[src/rtl/xlat_pkg.sv]
package xlat_pkg;

    // Access kinds presented on a lookup
    typedef enum logic [1:0] {
        ACC_READ  = 2'd0,
        ACC_WRITE = 2'd1,
        ACC_FETCH = 2'd2,
        ACC_NONE  = 2'd3
    } acc_e;

    // Rights bit positions inside a stored permission field
    localparam int RIGHT_RD = 0;
    localparam int RIGHT_WR = 1;
    localparam int RIGHT_EX = 2;
    localparam int RIGHTS_W = 3;

    // Decide whether a rights field allows an access kind
    function automatic logic rights_allow(input logic [RIGHTS_W-1:0] rights, input acc_e acc);
        logic ok;
        unique case (acc)
            ACC_READ:  ok = rights[RIGHT_RD];
            ACC_WRITE: ok = rights[RIGHT_WR];
            ACC_FETCH: ok = rights[RIGHT_EX];
            default:   ok = 1'b0;
        endcase
        return ok;
    endfunction

endpackage

[src/rtl/xlat_cam.sv]
// Parallel tag comparator: one equality per slot, plus encoder
module xlat_cam #(
    parameter int N     = 16,
    parameter int VPN_W = 20,
    localparam int IDX_W = $clog2(N)
) (
    input  logic [N-1:0]            valid,
    input  logic [N-1:0][VPN_W-1:0] tags,
    input  logic [VPN_W-1:0]        key,
    output logic [N-1:0]            match,
    output logic                    any,
    output logic [IDX_W-1:0]        idx
);

    for (genvar g = 0; g < N; g++) begin : g_cmp
        assign match[g] = valid[g] && (tags[g] == key);
    end

    assign any = |match;

    // Lowest matching slot (at most one matches in a correct table)
    always_comb begin
        idx = '0;
        for (int i = N - 1; i >= 0; i--) begin
            if (match[i]) begin
                idx = IDX_W'(i);
            end
        end
    end

endmodule

[src/rtl/xlat_age.sv]
// Per-slot recency ages and victim choice
module xlat_age #(
    parameter int N = 16,
    localparam int IDX_W = $clog2(N)
) (
    input  logic             clk,
    input  logic             rst_n,
    input  logic             flush,
    input  logic [N-1:0]     valid,
    input  logic             touch_vld,
    input  logic [IDX_W-1:0] touch_idx,
    output logic [IDX_W-1:0] victim_idx
);

    localparam logic [IDX_W-1:0] OLDEST = IDX_W'(N - 1);

    typedef struct packed {
        logic [N-1:0][IDX_W-1:0] age;
    } age_t;

    age_t age_d, age_q;
    logic [IDX_W-1:0] ref_age;
    logic             free_found;
    logic [IDX_W-1:0] free_idx;
    logic [IDX_W-1:0] old_idx;

    // A free slot counts as older than every occupied one
    always_comb begin
        ref_age = valid[touch_idx] ? age_q.age[touch_idx] : OLDEST;
        age_d   = age_q;
        if (flush) begin
            age_d = '0;
        end else if (touch_vld) begin
            for (int i = 0; i < N; i++) begin
                if (valid[i] && (age_q.age[i] < ref_age)) begin
                    age_d.age[i] = age_q.age[i] + 1'b1;
                end
            end
            age_d.age[touch_idx] = '0;
        end
    end

    always_ff @(posedge clk or negedge rst_n) begin
        if (!rst_n) begin
            age_q <= '0;
        end else begin
            age_q <= age_d;
        end
    end

    // Victim: lowest free slot, otherwise the slot of greatest age
    always_comb begin
        free_found = 1'b0;
        free_idx   = '0;
        old_idx    = '0;
        for (int i = N - 1; i >= 0; i--) begin
            if (!valid[i]) begin
                free_found = 1'b1;
                free_idx   = IDX_W'(i);
            end
            if (age_q.age[i] == OLDEST) begin
                old_idx = IDX_W'(i);
            end
        end
        victim_idx = free_found ? free_idx : old_idx;
    end

    AST_TOUCH_NEWEST: assert property (@(posedge clk) disable iff (!rst_n)
        (touch_vld && !flush) |=> (age_q.age[$past(touch_idx)] == '0))
        else $error("touched slot is not newest");

endmodule

[src/rtl/xlat_cache.sv]
module xlat_cache
    import xlat_pkg::*;
#(
    parameter int N     = 16,
    parameter int VPN_W = 20,
    parameter int PFN_W = 20
) (
    input  logic                clk,
    input  logic                rst_n,
    input  logic                lk_vld,
    input  logic [VPN_W-1:0]    lk_vpn,
    input  logic [1:0]          lk_acc,
    output logic                lk_hit,
    output logic                lk_fault,
    output logic                walk_req,
    output logic [PFN_W-1:0]    lk_pfn,
    input  logic                fill_vld,
    input  logic [VPN_W-1:0]    fill_vpn,
    input  logic [PFN_W-1:0]    fill_pfn,
    input  logic [RIGHTS_W-1:0] fill_perm,
    input  logic                flush
);

    localparam int IDX_W = $clog2(N);

    typedef struct packed {
        logic [N-1:0]                valid;
        logic [N-1:0][VPN_W-1:0]     vpn;
        logic [N-1:0][PFN_W-1:0]     pfn;
        logic [N-1:0][RIGHTS_W-1:0]  perm;
    } tab_t;

    tab_t tab_d, tab_q;

    logic [N-1:0]     lk_match, fl_match;
    logic             lk_any, fl_any;
    logic [IDX_W-1:0] lk_idx, fl_idx;
    logic [IDX_W-1:0] victim_idx;
    logic [IDX_W-1:0] fill_tgt;
    logic             allow;
    logic             touch_vld;
    logic [IDX_W-1:0] touch_idx;

    xlat_cam #(.N(N), .VPN_W(VPN_W)) u_lk_cam (
        .valid (tab_q.valid),
        .tags  (tab_q.vpn),
        .key   (lk_vpn),
        .match (lk_match),
        .any   (lk_any),
        .idx   (lk_idx)
    );

    xlat_cam #(.N(N), .VPN_W(VPN_W)) u_fl_cam (
        .valid (tab_q.valid),
        .tags  (tab_q.vpn),
        .key   (fill_vpn),
        .match (fl_match),
        .any   (fl_any),
        .idx   (fl_idx)
    );

    xlat_age #(.N(N)) u_age (
        .clk        (clk),
        .rst_n      (rst_n),
        .flush      (flush),
        .valid      (tab_q.valid),
        .touch_vld  (touch_vld),
        .touch_idx  (touch_idx),
        .victim_idx (victim_idx)
    );

    // Lookup outcome, same cycle
    always_comb begin
        allow    = rights_allow(tab_q.perm[lk_idx], acc_e'(lk_acc));
        lk_hit   = lk_vld && lk_any && allow;
        lk_fault = lk_vld && lk_any && !allow;
        walk_req = lk_vld && !lk_any;
        lk_pfn   = lk_hit ? tab_q.pfn[lk_idx] : '0;
    end

    // Table update and recency touch
    always_comb begin
        fill_tgt  = fl_any ? fl_idx : victim_idx;
        tab_d     = tab_q;
        touch_vld = 1'b0;
        touch_idx = lk_idx;
        if (flush) begin
            tab_d.valid = '0;
        end else if (fill_vld) begin
            tab_d.valid[fill_tgt] = 1'b1;
            tab_d.vpn[fill_tgt]   = fill_vpn;
            tab_d.pfn[fill_tgt]   = fill_pfn;
            tab_d.perm[fill_tgt]  = fill_perm;
            touch_vld             = 1'b1;
            touch_idx             = fill_tgt;
        end else if (lk_hit) begin
            touch_vld = 1'b1;
            touch_idx = lk_idx;
        end
    end

    always_ff @(posedge clk or negedge rst_n) begin
        if (!rst_n) begin
            tab_q <= '0;
        end else begin
            tab_q <= tab_d;
        end
    end

    AST_ONE_MATCH: assert property (@(posedge clk) disable iff (!rst_n)
        $onehot0(lk_match))
        else $error("duplicate page in table");

    AST_ONE_OUTCOME: assert property (@(posedge clk) disable iff (!rst_n)
        $countones({lk_hit, lk_fault, walk_req}) == 32'(lk_vld))
        else $error("lookup outcome not unique");

    AST_FLUSH_EMPTY: assert property (@(posedge clk) disable iff (!rst_n)
        flush |=> (tab_q.valid == '0))
        else $error("flush left a slot occupied");

    AST_FILL_STORED: assert property (@(posedge clk) disable iff (!rst_n)
        (fill_vld && !flush) |=> (tab_q.valid[$past(fill_tgt)] &&
                                  tab_q.vpn[$past(fill_tgt)] == $past(fill_vpn)))
        else $error("fill not stored");

    AST_FAULT_NO_FRAME: assert property (@(posedge clk) disable iff (!rst_n)
        lk_fault |-> (lk_pfn == '0))
        else $error("frame leaked on fault");

endmodule

[config.mk]
export PLATFORM = sky130hd
export DESIGN_NAME = xlat_cache
export DESIGN_NICKNAME = d
export VERILOG_FILES = /design/src/rtl/xlat_pkg.sv /design/src/rtl/xlat_cam.sv /design/src/rtl/xlat_age.sv /design/src/rtl/xlat_cache.sv
export SDC_FILE = /design/constraint.sdc
export NUM_CORES = 2
export LEC_CHECK = 0
export ABC_CLOCK_PERIOD_IN_PS = 6100
export BUFFER_PORTS_ARGS = -buffer_cell sky130_fd_sc_hd__buf_2
export CAP_MARGIN = 40
export CORE_ASPECT_RATIO = 0.75
export CORE_MARGIN = 4
export CORE_UTILIZATION = 58
export CTS_CLUSTER_SIZE = 16
export DETAILED_ROUTE_END_ITERATION = 7
export PLACE_DENSITY_LB_ADDON = 0.12
export SYNTH_ARGS = -nofsm -noshare
export SYNTH_HDL_FRONTEND = slang
export SYNTH_SLANG_ARGS = --single-unit
[constraint.sdc]
create_clock -name clk -period 6.1 [get_ports clk]
set_clock_uncertainty 0.05 [all_clocks]
set_input_delay 1.22 -clock clk [delete_from_list [all_inputs] [get_ports clk]]
set_output_delay 1.22 -clock clk [all_outputs]
set_load 0.05 [all_outputs]
After elaboration in Yosys (flattened, before gate mapping):

Cells that the tools add are included.

* register bits: 768
* output and inout bits: 23
* bits of input ports: 70
* logic and storage cells: 379

* muxes and demuxes: 161
* bitwise gates (word level): 4
* add/sub/neg operators: 16
* equality and inequality tests: 50
* reduce and logical (&&, ||, !) cells: 62
* $lt $le $gt $ge: 21

Operator list (count)
* $mux W704: 1
* $bwmux W320: 2
* $eq A20 B20 Y1: 32
* $mux W4: 119
* $mux W64: 2
* $bmux W20 S4: 1
* $demux W20 S4: 1
* $add A4 B1 Y4 const B: 16
* $and A64 B64 Y64: 1
* $eq A4 B4 Y1 const B: 16
* $lt A4 B4 Y1: 16
* $not A64 Y64: 1
* $mux W20: 3
* $logic_and A1 B1 Y1: 54
* $bwmux W48: 1
* $reduce_or A16 Y1: 2
* $mux W1: 21
* $bmux W4 S4: 1
* $demux W4 S4: 1
* $mux W16: 1
* $or A16 B16 Y16: 1
* $lt A4 B5 Y1 const B: 3
* $bmux W3 S4: 1
* $demux W3 S4: 1
* other kinds (12): 16

Depth between registers and ports, before layout:

* word-level depth: 32
* depth in mapped cells: 27
* depth with buffers taken out: 22

By module:

A second synthesis with hierarchy kept.

* cell total of the unflattened synthesis: 3489
* area, all modules: 43336.6 um2

Modules (own cells, without submodules)
* xlat_cache: area an instance 29548.3 um2, sequential area each 17616.9 um2, cells each 1849, times used 1
* xlat_cam: area an instance 3992.6 um2, sequential area each 0.0 um2, cells each 507, times used 2
* xlat_age: area an instance 5803.1 um2, sequential area each 1601.5 um2, cells each 626, times used 1

Worst setup path after synthesis:

Ideal clock, no wire load.

* path type: input-to-output
* start point: input port lk_vpn[12]
* end point: output port lk_pfn[0]
* slack: -2455 ps
* data arrival time: 7285 ps
* cell stages on the path: 16
* path buffers: 5
* data required time: 4830 ps
* path through: clkbuf_1 > xnor2_1 > nand4_1 > or4_1 > or2_2 > a221oi_1 > o221ai_1 > a31oi_1 > buf_1 > clkbuf_1 > clkbuf_1 > clkbuf_1 > a211oi_1 > a21oi_1 > a21oi_1 > a2111oi_0

* cells in the longest elaborated chain, start to end: 23
* elaborated cells on any way between the ends: 57
* those cells by class: eq/ne (16); mux (22); reduce/logical (19)

RTL lines
* start: declaration: line xlat_cache.sv:11 `input logic [VPN_W-1:0] lk_vpn,`
* $eq A20 B20 Y1: line xlat_cam.sv:16 `assign match[g] = valid[g] && (tags[g] == key);`
* $logic_and A1 B1 Y1: line xlat_cam.sv:16
* $mux W4 (16 in a row): line xlat_cam.sv:25 `if (match[i]) begin`
* $bmux W3 S4: line xlat_cache.sv:74 `allow = rights_allow(tab_q.perm[lk_idx], acc_e'(lk_acc));`
* $mux W3 (implied by the code): line xlat_cache.sv:74
* $pmux W1 S3: line xlat_pkg.sv:20 `unique case (acc)`
* $logic_and A1 B1 Y1: line xlat_cache.sv:75 `lk_hit = lk_vld && lk_any && allow;`
* $mux W20 *: line xlat_cache.sv:78 `lk_pfn = lk_hit ? tab_q.pfn[lk_idx] : '0;`
* end: declaration: line xlat_cache.sv:16 `output logic [PFN_W-1:0] lk_pfn,`

Every way passes the cells marked *; elsewhere a longest branch is shown, timed or not. The select of a mux whose other input is x is not followed.

Final worst setup path:

* start point: input port lk_vpn[3]
* end point: output port lk_pfn[15]

Same word-level chain as after synthesis.

==> results.md <==
- Worst relative slew slack: 0.403
- CP Data Required Time: 4.83 ns
- Synthesis Warnings: 0
- Logic pwr share: 0.183
- Sw frac: 0.279
- Worst path max stage delay: 0.53 ns
- CTS Root Cell: clkbuf_16
- Leak: 0.0263 uW
- Post-layout worst setup margin: -0.589 ns
- Hold Violations, Final: 0
- Cell count after synthesis: 4181
- IO Count: 93
- Asr flop ratio synth: 1.00
- Crit. End Element: output pin
- Post-route insts no fill: 5906
- Slew @ Worst Pin: 0.895 ns
- Commonest cells in the netlist: dfrtp_1, mux2_2, xnor2_1
- RSZ-0062 raised after global routing: true
- Period utilization: 1.10
- Failing checks: negative setup slack
- Maxcap violations: 0
- PwrDens: 234 nW/um^2
- # fillers: 5416
- Cell taking the most area after synthesis: dfrtp_1
- Syn Area/Cell: 10.9 sq um
- Status: finished with violations
- Grt ovf: 0
- Dpl cells: 5714
- R2r setup slk: 0.29 ns
- FF-to-FF path depth: 19
- Routed wire length: 157000 microns
- Worst VDD drop: 284 uV
- Number of port buffers: 92
- Clk pwr share: 0.397
- Min-Delay Path Class: reg -> reg
- Synth area leaders: dfrtp_1, mux2_2, xnor2_1, xor2_1, mux2i_1
- Seq/Total Area, Yosys: 0.420
- Via/cell ratio: 6.43
- Yosys cell types: 94
- Die Footprint: 83500 sq um
- Worst-path clk slew: 0.06 ns
- Number of global-route vias before repair: 36802
- WHS Path Cells: 1
- TritonCTS Buffers: 80
- Buf/Inv on CP: 6
- Reg2reg start: tab_q[701]
- Synth Flop Type: dfrtp_1
- Nets@finish: 4902
- Num rows: 88
- Net Count, Synth: 4283
- Largest net degree at the start of global routing: 159
- Tot GR Track Use: 0.369
- Clk_lat worst skew: 0.67 ns
- FF+latch count, synth: 768
- Cell Chain, Critical Path: buf_2 -> buf_8 -> xnor2_4 -> nand3_1 -> or4_4 -> or2_4 -> a221oi_2 -> buf_4 -> o221ai_4 -> a31oi_4 -> buf_12 -> mux2i_2 -> mux2i_1 -> mux4_2 -> nor2_4 -> a31oi_4 -> buf_12 -> a2111oi_4 -> buf_6
- Routed length per instance: 26.6 microns
- CTS H-tree depth: 3
- Final setup fails: 28
- Height of the die: 251 microns
- Internal power: 9770 uW
- DRT antenna net count: 0
- Die Width: 332 microns
- Area growth from synthesis to layout: 26.6%
- Tmin final: 6.69 ns
- Worst setup SP type: input pin
- Most frequent cell after synthesis: dfrtp_1
- Max-slew violation count: 0
- Top-area cell type share of the netlist area: 0.420
- Slowest CP cell: mux4_2
- CTS tree: yes
- Post-synth EDFFs: 0
- Drt initial violations: 4317
- Core ar.: 77500 sq um
- Worst-path fanout max: 8
- Critical Path AT: 5.42 ns
- Initial antenna violation count: 3
- Sink Count: 768
- Reg2Reg Capture Point: u_age.age_q[46]
- Drt first pass iters: 7
- First-pass GRT wire length: 236000 microns
- Vias: 37956
- Setup TNS: -11.65 ns
- Top achievable clock speed: 149 MHz
- DRC: 0
- Synthesized cell area: 45800 sq um
- Max clock buf depth: 3
- Kind of critical path: in -> out
- Reg power frac: 0.420
- Gpl congestion: 0.999
- Crit path max-delay family: buffers and inverters
- Share of layout cells above drive strength 1: 0.404
- DP HPWL: 109000 microns
- Sw Pwr: 3770 uW
- Initial Util: 0.590
-- placed cells by master (no fill, tap or decap), drive strengths merged, types with 10 or more instances in the layout --
| cell type | Yosys | layout |
|---|---|---|
| or3 | 12 | 12 |
| a211oi | 149 | 149 |
| xor2 | 177 | 177 |
| or3b | 11 | 11 |
| maj3 | 26 | 26 |
| nand2b | 25 | 25 |
| dfrtp | 768 | 768 |
| nand2 | 155 | 155 |
| o21ai | 67 | 67 |
| mux2 | 683 | 683 |
| nor2b | 93 | 93 |
| buf | 136 | 865 |
| a2111oi | 20 | 20 |
| a211o | 13 | 13 |
| nand4b | 12 | 12 |
| or2 | 19 | 19 |
| a21o | 16 | 16 |
| nor3b | 19 | 19 |
| a31oi | 23 | 23 |
| nand4 | 214 | 214 |
| a21oi | 99 | 99 |
| bufinv | 0 | 11 |
| xnor2 | 458 | 458 |
| nor4 | 85 | 85 |
| o211ai | 18 | 18 |
| and4 | 12 | 12 |
| o2111ai | 10 | 10 |
| nor4b | 23 | 23 |
| mux2i | 139 | 139 |
| clkinv | 1 | 24 |
| or4 | 22 | 22 |
| and2 | 20 | 20 |
| nor3 | 41 | 41 |
| and3 | 24 | 24 |
| ha | 32 | 32 |
| clkbuf | 198 | 113 |
| nor2 | 81 | 82 |
| inv | 43 | 45 |
| nand3 | 123 | 123 |
-- metal layers --
metal  routed length (microns)  GRT usage
met5                         0          0
met4                      4370     0.0934
met3                     16900     0.0862
met2                     64600      0.519
met1                     71500      0.572
-- power by group through the flow --
stage | Clock, uW | Combinational (uW) | Sequential (uW)
6_report | 5380 | 2480 | 5690
4_1_cts | 5440 | 2380 | 5670
3_5_place_dp | 0 | 2310 | 5760
5_1_grt | 5650 | 2640 | 5710
3_3_place_gp | 0 | 2280 | 5750
2_1_floorplan | 0 | 1340 | 5690
-- metrics by stage --
stage	hold WS (ns)	area [sq um]	setup slack [ns]	util	power, uW
global placement	0.429	53400	-0.917	0.689	8020
global route	0.457	57900	-0.684	0.747	14000
CTS	0.451	57200	-0.533	0.737	13500
floorplan	0.421	46800	-0.186	-	7030
finish	0.451	57900	-0.589	0.747	13500
detailed placement	0.435	53400	-0.947	0.689	8070
-- how the worst max path moves through the flow --
stage	from	to	slack, ns	cells after the start
6_report	lk_vpn[3]	lk_pfn[15]	-0.59	19
5_1_grt	lk_vpn[3]	lk_pfn[5]	-0.68	19
4_1_cts	lk_vpn[19]	lk_pfn[14]	-0.53	19
3_5_place_dp	fill_vpn[7]	u_age.age_q[29]	-0.95	22
3_3_place_gp	fill_vpn[7]	u_age.age_q[29]	-0.92	21
2_1_floorplan	fill_vpn[8]	u_age.age_q[51]	-0.19	25
-- cell families (layout without fill, tap and decap cells) --
group	count (synthesis)	after routing	synth area share
XOR/XNOR	635	635	0.122
other	0	3	0
multiplexers	823	823	0.199
adder cells (fa/ha/maj)	58	58	0.0147
AND/OR/NAND/NOR	1008	1009	0.127
AO/OA/AOI/OAI	511	511	0.0788
flip-flops	768	768	0.420
buffers and inverters	378	1064	0.0383
-- cell type report --
cell class,instances,area (sq um),area share
Multi-Input combinational cell,3036,26500,0.457
Sequential cell,768,19200,0.332
Timing Repair Buffer,870,7890,0.136
Clock buffer,109,2290,0.0396
Tap cell,1035,1290,0.0224
Clock inverter,41,596,0.0103
Inverter,44,165,0.00285
Antenna cell,3,7.51,0.000130
-- timing repair --
action                                  4_1_cts  5_1_grt
buffers inserted                             20       19
hold buffers                                  0        0
pin swaps                                    60       39
cloned                                        3        3
endpoints found under the setup margin       77       86
gates resized for setup                     143      127
No activity file was read; power rests on OpenSTA's default activity.
